[src/rtl/gpio_edge_pkg.sv]
package gpio_edge_pkg;
   localparam int ADDR_W = 8;
   localparam int DATA_W = 32;
   localparam logic [ADDR_W-1:0] A_LEVEL = 8'h00;
   localparam logic [ADDR_W-1:0] A_DIR   = 8'h0C;
   localparam logic [ADDR_W-1:0] A_SET   = 8'h18;
   localparam logic [ADDR_W-1:0] A_CLR   = 8'h24;
   localparam logic [ADDR_W-1:0] A_RISE  = 8'h30;
   localparam logic [ADDR_W-1:0] A_FALL  = 8'h3C;
   localparam logic [ADDR_W-1:0] A_STAT  = 8'h48;
   localparam logic [ADDR_W-1:0] A_FSEL0 = 8'h54;
   localparam logic [ADDR_W-1:0] A_FSEL1 = 8'h58;
   localparam logic [ADDR_W-1:0] A_MASK  = 8'h9C;
   localparam int FSEL_PER_WORD = 16;
endpackage

[src/rtl/gpio_edge_sync.sv]
module gpio_edge_sync #(
   parameter int W      = 32,
   parameter int STAGES = 2
) (
   input  logic         clk,
   input  logic         rst_n,
   input  logic [W-1:0] d_in,
   output logic [W-1:0] q_out
);
   if (STAGES < 2) begin : g_bad
      $error("gpio_edge_sync: STAGES must be at least 2");
   end

   logic [W-1:0] stg [STAGES];

   always_ff @(posedge clk) begin
      if (!rst_n) begin
         for (int i = 0; i < STAGES; i++) stg[i] <= '0;
      end else begin
         stg[0] <= d_in;
         for (int i = 1; i < STAGES; i++) stg[i] <= stg[i-1];
      end
   end

   assign q_out = stg[STAGES-1];
endmodule

[src/rtl/gpio_edge_status.sv]
module gpio_edge_status #(
   parameter int W = 32
) (
   input  logic         clk,
   input  logic         rst_n,
   input  logic [W-1:0] lvl,
   input  logic [W-1:0] rise_en,
   input  logic [W-1:0] fall_en,
   input  logic         clr_en,
   input  logic [W-1:0] clr_bits,
   output logic [W-1:0] status
);
   logic [W-1:0] prev_q;
   logic [W-1:0] hit;
   logic [W-1:0] wipe;

   always_comb begin
      hit  = (lvl & ~prev_q & rise_en) | (~lvl & prev_q & fall_en);
      wipe = clr_en ? clr_bits : '0;
   end

   always_ff @(posedge clk) begin
      if (!rst_n) begin
         prev_q <= '0;
         status <= '0;
      end else begin
         prev_q <= lvl;
         status <= (status & ~wipe) | hit;
      end
   end

   AST_EDGE_WINS: assert property (@(posedge clk) disable iff (!rst_n)
      (|hit) |=> ((status & $past(hit)) == $past(hit)));

   AST_W1C_CLEARS: assert property (@(posedge clk) disable iff (!rst_n)
      clr_en |=> ((status & $past(clr_bits) & ~$past(hit)) == '0));

   AST_NO_SPURIOUS: assert property (@(posedge clk) disable iff (!rst_n)
      (((rise_en | fall_en) == '0) && (status == '0)) |=> (status == '0));
endmodule

[src/rtl/gpio_edge_bank.sv]
module gpio_edge_bank
   import gpio_edge_pkg::*;
#(
   parameter int               NPINS       = 32,
   parameter logic [31:0]      INV_MASK    = 32'hF000_0000,
   parameter int               SYNC_STAGES = 2
) (
   input  logic              clk,
   input  logic              rst_n,
   input  logic              bus_wr,
   input  logic              bus_rd,
   input  logic [7:0]        bus_addr,
   input  logic [31:0]       bus_wdata,
   output logic [31:0]       bus_rdata,
   input  logic [NPINS-1:0]  pin_in,
   output logic [NPINS-1:0]  pin_out,
   output logic [NPINS-1:0]  pin_oe,
   output logic [NPINS-1:0]  gpio_sel,
   output logic [NPINS-1:0]  irq_pend
);
   localparam int FSEL_W = 2 * NPINS;
   localparam logic [NPINS-1:0] INV = INV_MASK[NPINS-1:0];

   if (NPINS < 1 || NPINS > DATA_W) begin : g_bad_width
      $error("gpio_edge_bank: NPINS must be 1..32");
   end

   logic [NPINS-1:0]  dir_q, out_q, rise_q, fall_q, mask_q;
   logic [FSEL_W-1:0] fsel_q;
   logic [NPINS-1:0]  lvl;
   logic [NPINS-1:0]  stat;
   logic [NPINS-1:0]  wd;
   logic [63:0]       fsel_view;
   logic              wr_stat;

   assign wd      = bus_wdata[NPINS-1:0];
   assign wr_stat = bus_wr && (bus_addr == A_STAT);

   gpio_edge_sync #(.W(NPINS), .STAGES(SYNC_STAGES)) sync_i (
      .clk   (clk),
      .rst_n (rst_n),
      .d_in  (pin_in),
      .q_out (lvl)
   );

   gpio_edge_status #(.W(NPINS)) edge_i (
      .clk      (clk),
      .rst_n    (rst_n),
      .lvl      (lvl),
      .rise_en  (rise_q),
      .fall_en  (fall_q),
      .clr_en   (wr_stat),
      .clr_bits (wd),
      .status   (stat)
   );

   always_ff @(posedge clk) begin
      if (!rst_n) begin
         dir_q  <= '0;
         out_q  <= '0;
         rise_q <= '0;
         fall_q <= '0;
         mask_q <= '0;
      end else if (bus_wr) begin
         case (bus_addr)
            A_DIR:  dir_q  <= wd;
            A_SET:  out_q  <= out_q | wd;
            A_CLR:  out_q  <= out_q & ~wd;
            A_RISE: rise_q <= wd;
            A_FALL: fall_q <= wd;
            A_MASK: mask_q <= wd;
            default: ;
         endcase
      end
   end

   for (genvar n = 0; n < NPINS; n++) begin : g_fsel
      localparam int WORD = n / FSEL_PER_WORD;
      localparam int POS  = 2 * (n % FSEL_PER_WORD);
      localparam logic [7:0] FADDR = (WORD == 0) ? A_FSEL0 : A_FSEL1;
      localparam logic [1:0] PLAIN = INV[n] ? 2'd1 : 2'd0;

      always_ff @(posedge clk) begin
         if (!rst_n) fsel_q[2*n +: 2] <= 2'd0;
         else if (bus_wr && bus_addr == FADDR) fsel_q[2*n +: 2] <= bus_wdata[POS +: 2];
      end

      assign gpio_sel[n] = (fsel_q[2*n +: 2] == PLAIN);
   end

   always_comb begin
      fsel_view = '0;
      fsel_view[FSEL_W-1:0] = fsel_q;
   end

   always_ff @(posedge clk) begin
      if (!rst_n) begin
         bus_rdata <= '0;
      end else if (bus_rd) begin
         bus_rdata <= '0;
         case (bus_addr)
            A_LEVEL: bus_rdata[NPINS-1:0] <= lvl;
            A_DIR:   bus_rdata[NPINS-1:0] <= dir_q;
            A_RISE:  bus_rdata[NPINS-1:0] <= rise_q;
            A_FALL:  bus_rdata[NPINS-1:0] <= fall_q;
            A_STAT:  bus_rdata[NPINS-1:0] <= stat;
            A_MASK:  bus_rdata[NPINS-1:0] <= mask_q;
            A_FSEL0: bus_rdata <= fsel_view[31:0];
            A_FSEL1: bus_rdata <= fsel_view[63:32];
            default: ;
         endcase
      end else begin
         bus_rdata <= '0;
      end
   end

   assign pin_out  = out_q;
   assign pin_oe   = dir_q ^ INV;
   assign irq_pend = stat & mask_q;

   AST_SET_DRIVES_HIGH: assert property (@(posedge clk) disable iff (!rst_n)
      (bus_wr && bus_addr == A_SET) |=> ((pin_out & $past(wd)) == $past(wd)));

   AST_CLR_DRIVES_LOW: assert property (@(posedge clk) disable iff (!rst_n)
      (bus_wr && bus_addr == A_CLR) |=> ((pin_out & $past(wd)) == '0));

   AST_DIR_HOLDS: assert property (@(posedge clk) disable iff (!rst_n)
      !(bus_wr && bus_addr == A_DIR) |=> $stable(pin_oe));

   AST_RD_IDLE_ZERO: assert property (@(posedge clk) disable iff (!rst_n)
      !bus_rd |=> (bus_rdata == '0));
endmodule

[config.mk]
export PLATFORM = sky130hd
export DESIGN_NAME = gpio_edge_bank
export DESIGN_NICKNAME = d
export VERILOG_FILES = /design/src/rtl/gpio_edge_pkg.sv /design/src/rtl/gpio_edge_sync.sv /design/src/rtl/gpio_edge_status.sv /design/src/rtl/gpio_edge_bank.sv
export SDC_FILE = /design/constraint.sdc
export NUM_CORES = 1
export LEC_CHECK = 0
export BUFFER_PORTS_ARGS = -buffer_cell sky130_fd_sc_hd__buf_2
export CAP_MARGIN = 5
export CELL_PAD_IN_SITES_DETAIL_PLACEMENT = 1
export CELL_PAD_IN_SITES_GLOBAL_PLACEMENT = 2
export CORE_MARGIN = 2
export CORE_UTILIZATION = 35
export DETAILED_ROUTE_END_ITERATION = 12
export HOLD_SLACK_MARGIN = 0.1
export PLACE_DENSITY = 0.91
export SYNTH_ARGS = -nofsm -noshare
export SYNTH_HDL_FRONTEND = slang
export SYNTH_SLANG_ARGS = --single-unit
[constraint.sdc]
create_clock -name clk -period 3.78 [get_ports clk]
set_input_delay 0 -clock clk [delete_from_list [all_inputs] [get_ports clk]]
set_output_delay 0 -clock clk [all_outputs]
set_load 0.1 [all_outputs]
* Yosys cells after proc, flatten, opt, wreduce, memory -nomap -nowiden
Memories as Yosys holds them, arrays and structs flattened. Index checks and enable logic that the tools add are counted. Widths: inputs -> output; s select.
Storage, ports and cells: register bits 320, memory bits (writable) 64, input bits 76, output and inout port bits 160, word-level logic and storage cells 117, memories 1
Operators by class: equal/unequal tests 13, mux-type cells 7, bitwise operators 17, reductions and logical operators 39
Memory list:
- sync_i.stg | depth 2, bits a word 32, rd ports 2, clocked after memory_dff 0, wr ports 2, line gpio_edge_sync.sv:14 | logic [W-1:0] stg [STAGES];
Operators with widths (number):
- $pmux 32 s8 | 1
- $and 32x32->32 | 7
- $not 32->32 | 4
- $mux 32 | 3
- $or 32x32->32 | 3
- $pmux 32 s2 | 1
- $logic_not 2->1 | 28
- $eq 8x6->1 const B | 3
- $eq 8x7->1 const B | 3
- $reduce_and 2->1 | 6
- $eq 2x1->1 const B | 4
- $eq 8x4->1 const B | 1
- $eq 8x5->1 const B | 1
- $eq 8x8->1 const B | 1
- $logic_not 8->1 | 1
- $not 4->4 | 1
- $logic_and 1x1->1 | 3
- $mux 1 | 2
- $or 1x1->1 | 2
- $reduce_bool 2->1 | 1

* Longest topological paths before layout
word-level depth 6, gate-level depth with buffers 9, gate-level depth less buffers 5

* Hierarchy
A second synthesis with hierarchy kept.
Unflattened totals: cell total of the unflattened synthesis 1766, area total of the unflattened synthesis 16096.7 µm²
By module, submodules not included:
- gpio_edge_bank | instances 1, cells each 1366, area an instance 11362.1 µm², seq. area each 5124.9 µm²
- gpio_edge_status | instances 1, cells each 234, area an instance 2702.6 µm², seq. area each 1281.2 µm²
- gpio_edge_sync | instances 1, cells each 166, area an instance 2031.9 µm², seq. area each 1281.2 µm²

* Worst setup path after synthesis
OpenSTA, ideal clock, no wires.
path kind input to register, from input bus_addr[7], to register edge_i.status[10], library setup time 0.115 ns, arrival time 1.753 ns, data required time 3.665 ns, path slack 1.913 ns, stages on the path 8, buffers on the path 3, cell sequence buf_6 -> or4b_1 -> buf_2 -> nor4_4 -> and2_2 -> buf_4 -> a21boi_0 -> o21a_1
Between the ends: word-level cells in the longest chain between the ends 6
RTL lines:
- start: declaration | line gpio_edge_bank.sv:12 | input logic [7:0] bus_addr,
- $eq 8x7->1 | line gpio_edge_bank.sv:37 | assign wr_stat = bus_wr && (bus_addr == A_STAT);
- $logic_and 1x1->1 | line gpio_edge_bank.sv:37
- $mux 32 | line gpio_edge_status.sv:19 | wipe = clr_en ? clr_bits : '0;
- $not 32->32 | line gpio_edge_status.sv:28 | status <= (status & ~wipe) | hit;
- $and 32x32->32 | line gpio_edge_status.sv:28
- $or 32x32->32 | line gpio_edge_status.sv:28
- end signal: assignment | line gpio_edge_status.sv:28
- end: declaration | line gpio_edge_status.sv:11 | output logic [W-1:0] status
Every way passes these cells. A chain may end at the register's enable or synchronous reset.

* Worst setup path after layout
from input bus_addr[4], to register bus_rdata[30]
Between the ends: word-level cells in the longest chain between the ends 2, elaborated cells between the ends (all ways) 9, those cells by class eq/ne (7); mux (1); reduce/logical (1)
RTL lines:
- $eq 8x7->1 (tied with other cells) | line gpio_edge_bank.sv:101 | case (bus_addr)
- $pmux 32 s8 * | line gpio_edge_bank.sv:101
- end signal: indexed assignment | line gpio_edge_bank.sv:102 | A_LEVEL: bus_rdata[NPINS-1:0] <= lvl;
- end signal: indexed assignment | line gpio_edge_bank.sv:103 | A_DIR: bus_rdata[NPINS-1:0] <= dir_q;
- end signal: indexed assignment | line gpio_edge_bank.sv:104 | A_RISE: bus_rdata[NPINS-1:0] <= rise_q;
- end: declaration | line gpio_edge_bank.sv:14 | output logic [31:0] bus_rdata,
Every way passes the cells marked *; elsewhere a longest branch is shown, timed or not.

==> results.ini <==
[synth]
syn_inst = 1761
synth_area_um2 = 15500
ys_top_cells_by_area = dfxtp_1 (50%), nand2_1 (10%), a21boi_0 (7.9%), and2_1 (5.4%), a22oi_1 (4.5%)
synth_area_leader_cell = dfxtp_1
netlist.area_leader.share = 0.496
syn_nets = 1837
yosys_warnings = 0
syn_area_per_cell_um2 = 8.80
synth.distinct_cells = 43
seq_area_frac_synth = 0.496
ys_ff_latch = 384

[cts]
cts_tree = built
post_cts_resized = 0
cts-root-buf = clkbuf_16
clkLatencyLatePin_ns = 0.56
cts.sinks = 384
numCtsBuffers = 43
htree_num_levels = 2
cts_hold_buffers = 67
cts_buffer_depth = 3
cts_setup_buffers = 0
clk_pin_slew_ns = 0.06

[grt]
grtUsageMet2 = 0.417
grt_max_degree = 111
busiest_layer = met2
grt_use_total = 0.235
use_met3 = 0.0313
overflow = 0
use_met1 = 0.286
grt_pass1_wl_um = 83800
grt_pass1_vias = 14200
grt_antenna_before_repair = 1

[sta]
worst_slack_ns = 0.840
finalHoldViolations = 0
slew_violations = 0
slew_headroom = 0.242
tns_ns = 0
finalSetupViolations = 0
rsz0062_at_grt = false
post-route-min-period_ns = 2.94
max_freq_mhz = 340
fin_crit_sh = 0.778
worst_slew_pin_slew_ns = 1.13
holdWs_ns = 0.181
skew_ns = 0.0182

[place]
dp_hpwl_um = 33600
port-buffer-count = 235
place_area_um2 = 16800
dp_slack_ns = 0.968
gp_congestion = 0.830

[worst_setup_path]
startpoint = bus_addr[4]
start_kind = input port
r2r-start = dir_q[24]
endpoint_kind = flip-flop
cp_cell_sequence = dlygate4sd3_1, buf_2, nand2b_1, nor4_4, buf_4, a211oi_1, a21o_2, a31oi_1, dlygate4sd3_1
required_ns = 4.27
path_max_fanout = 34
cp.arrival_ns = 3.43
critPathBufInv = 4
slowest_delay_ns = 0.58
crit_top_cell = dlygate4sd3_1
slowest_stage = a21o_2
crit_type = in2reg
cp_top_family = buffers and inverters

[pwr]
peakVddDrop_mv = 0.321
switching_power_w = 0.00187
p_comb_frac = 0.039
cellPowerDensity_nw_per_um2 = 458
intPower_w = 0.00674
seq_power_share = 0.478
p_sw_frac = 0.217
power_leakage_nw = 6.81
p_clk_frac = 0.482

[die]
die_h_um = 214
fp.dieW_um = 214
core_area_um2 = 43900
ios = 236
row_count = 77
initial_utilization = 0.353
dieArea_um2 = 46000

[detailed_routing]
ant_nets = 0
routedWlPerCell_um = 21.6
firstDrtPassIters = 5
drt-initial-drc-count = 834
drt_wl_total_um = 55300
drc = 0
viasPerCell = 5.30
via_count = 13600

[layout]
drive_above_1_share = 0.174
fin_area_um2 = 18800
diodes = 0
area_growth_pct = 21.4
nets = 2016

[worst_hold_path]
hold_class = in2reg
hold_path.startpoint = pin_in[5]

[job]
maxCapViolCount = 0

[status]
status = finished, final reports clean

-- sequential cells by signal, summed over array words and instances, names as in the netlist, named ones only --
name / count
bus_rdata: 32
dir_q: 32
edge_i.prev_q: 32
edge_i.status: 32
fall_q: 32
fsel_q: 64
mask_q: 32
rise_q: 32
sync_i.stg: 64
-- Yosys cell counts --
master       n
a31oi_1     32
inv_1        5
o21a_1      32
nand2_1    425
a211oi_1     2
buf_4       31
a21boi_0   164
and2_2       1
nand2b_1     2
nor4b_1      1
o21ai_0     34
nor4b_2      1
nor3b_1      1
a32oi_1      1
nand4bb_1    1
a22o_1      31
and2_0       1
nor4_4       3
nor2b_1      5
a222oi_1    25
nand3b_1    34
a32o_1       1
a21oi_1     48
nor2_1      39
nor3_4       1
xor2_1       1
a22oi_1     92
buf_1        4
clkbuf_1    98
a21boi_1    60
dfxtp_1    384
nor4_2       1
and2_1     134
or4b_1       1
nor4_1       3
o2111a_1     1
nor3_1       1
a21o_1       1
buf_6        1
nor4bb_1     1
and3_1       3
nand3_1      1
buf_2       53
-- worst min-delay path, delay by kind of cell --
family        cells  cell delay (ns)
simple gates      1             0.11
buf+inv           2             0.60
-- layout make-up --
type | instances | area [um2]
clock buffers | 65 | 1310
clock inverters | 7 | 85.1
fillers | 5119 | 25100
inverters | 5 | 18.8
multi-input cells | 1185 | 6980
flip-flops and latches | 384 | 7690
well taps | 592 | 741
repair buffers | 321 | 2000
-- through the flow --
stage	utilization	std cells	total power, W
after floorplan	-	1761	0.00438
after global placement	0.381	2420	0.00448
after detailed placement	0.381	2420	0.00449
after CTS	0.428	2559	0.00871
after global routing	0.428	2559	0.00891
final	0.428	2559	0.00862
-- layer usage --
| layer | wire length (um) | vias to the layer above |
|---|---|---|
| met5 | 0 | - |
| met4 | 2120 | 0 |
| met3 | 2570 | 121 |
| met2 | 27300 | 408 |
| met1 | 23400 | 6688 |
| li1 | - | 6342 |
-- final timing paths --
| kind | to | slack (ns) | depth (start not counted) |
|---|---|---|---|
| worst max-delay path | bus_rdata[30] | 0.84 | 9 |
| worst min-delay path | sync_i.stg[0][5] | 0.18 | 3 |
| worst max register to register | bus_rdata[24] | 2.18 | 5 |
| worst min register to register | sync_i.stg[0][32] | 0.43 | 1 |
-- logic make-up (layout without fill, tap and decap cells) --
group,Yosys count,count (layout),synth area share
DFF,384,384,0.496
xor gates and xnor gates,1,1,0.000565
AOI/OAI and AO/OA,524,524,0.245
and+or+nand+nor,660,660,0.200
buffers and inverters,192,398,0.0588
-- layout by cell type, fill, tap and decap left out, types with 6 or more instances in the layout --
cell type and count:
a21boi_0 164, clkbuf_16 45, nand2_1 420, buf_4 19, a22o_1 31, a21oi_1 48
nand3b_1 34, nor2_1 39, a222oi_1 25, dfxtp_1 384, clkbuf_8 12, a22oi_1 92
dlygate4sd3_1 67, clkbuf_1 9, and2_2 6, o21ai_0 34, a31oi_1 32, a21boi_1 60
and2_1 130, buf_2 234, o21a_1 32
-- power by group through the flow --
stage | Combinational, W | Clock, W | Sequential [W]
after floorplan | 0.000180 | 0 | 0.00420
after global placement | 0.000279 | 0 | 0.00421
after detailed placement | 0.000285 | 0 | 0.00421
after CTS | 0.000339 | 0.00426 | 0.00412
after global routing | 0.000365 | 0.00442 | 0.00412
final | 0.000340 | 0.00416 | 0.00412
Power figures use the tool's default switching activity.
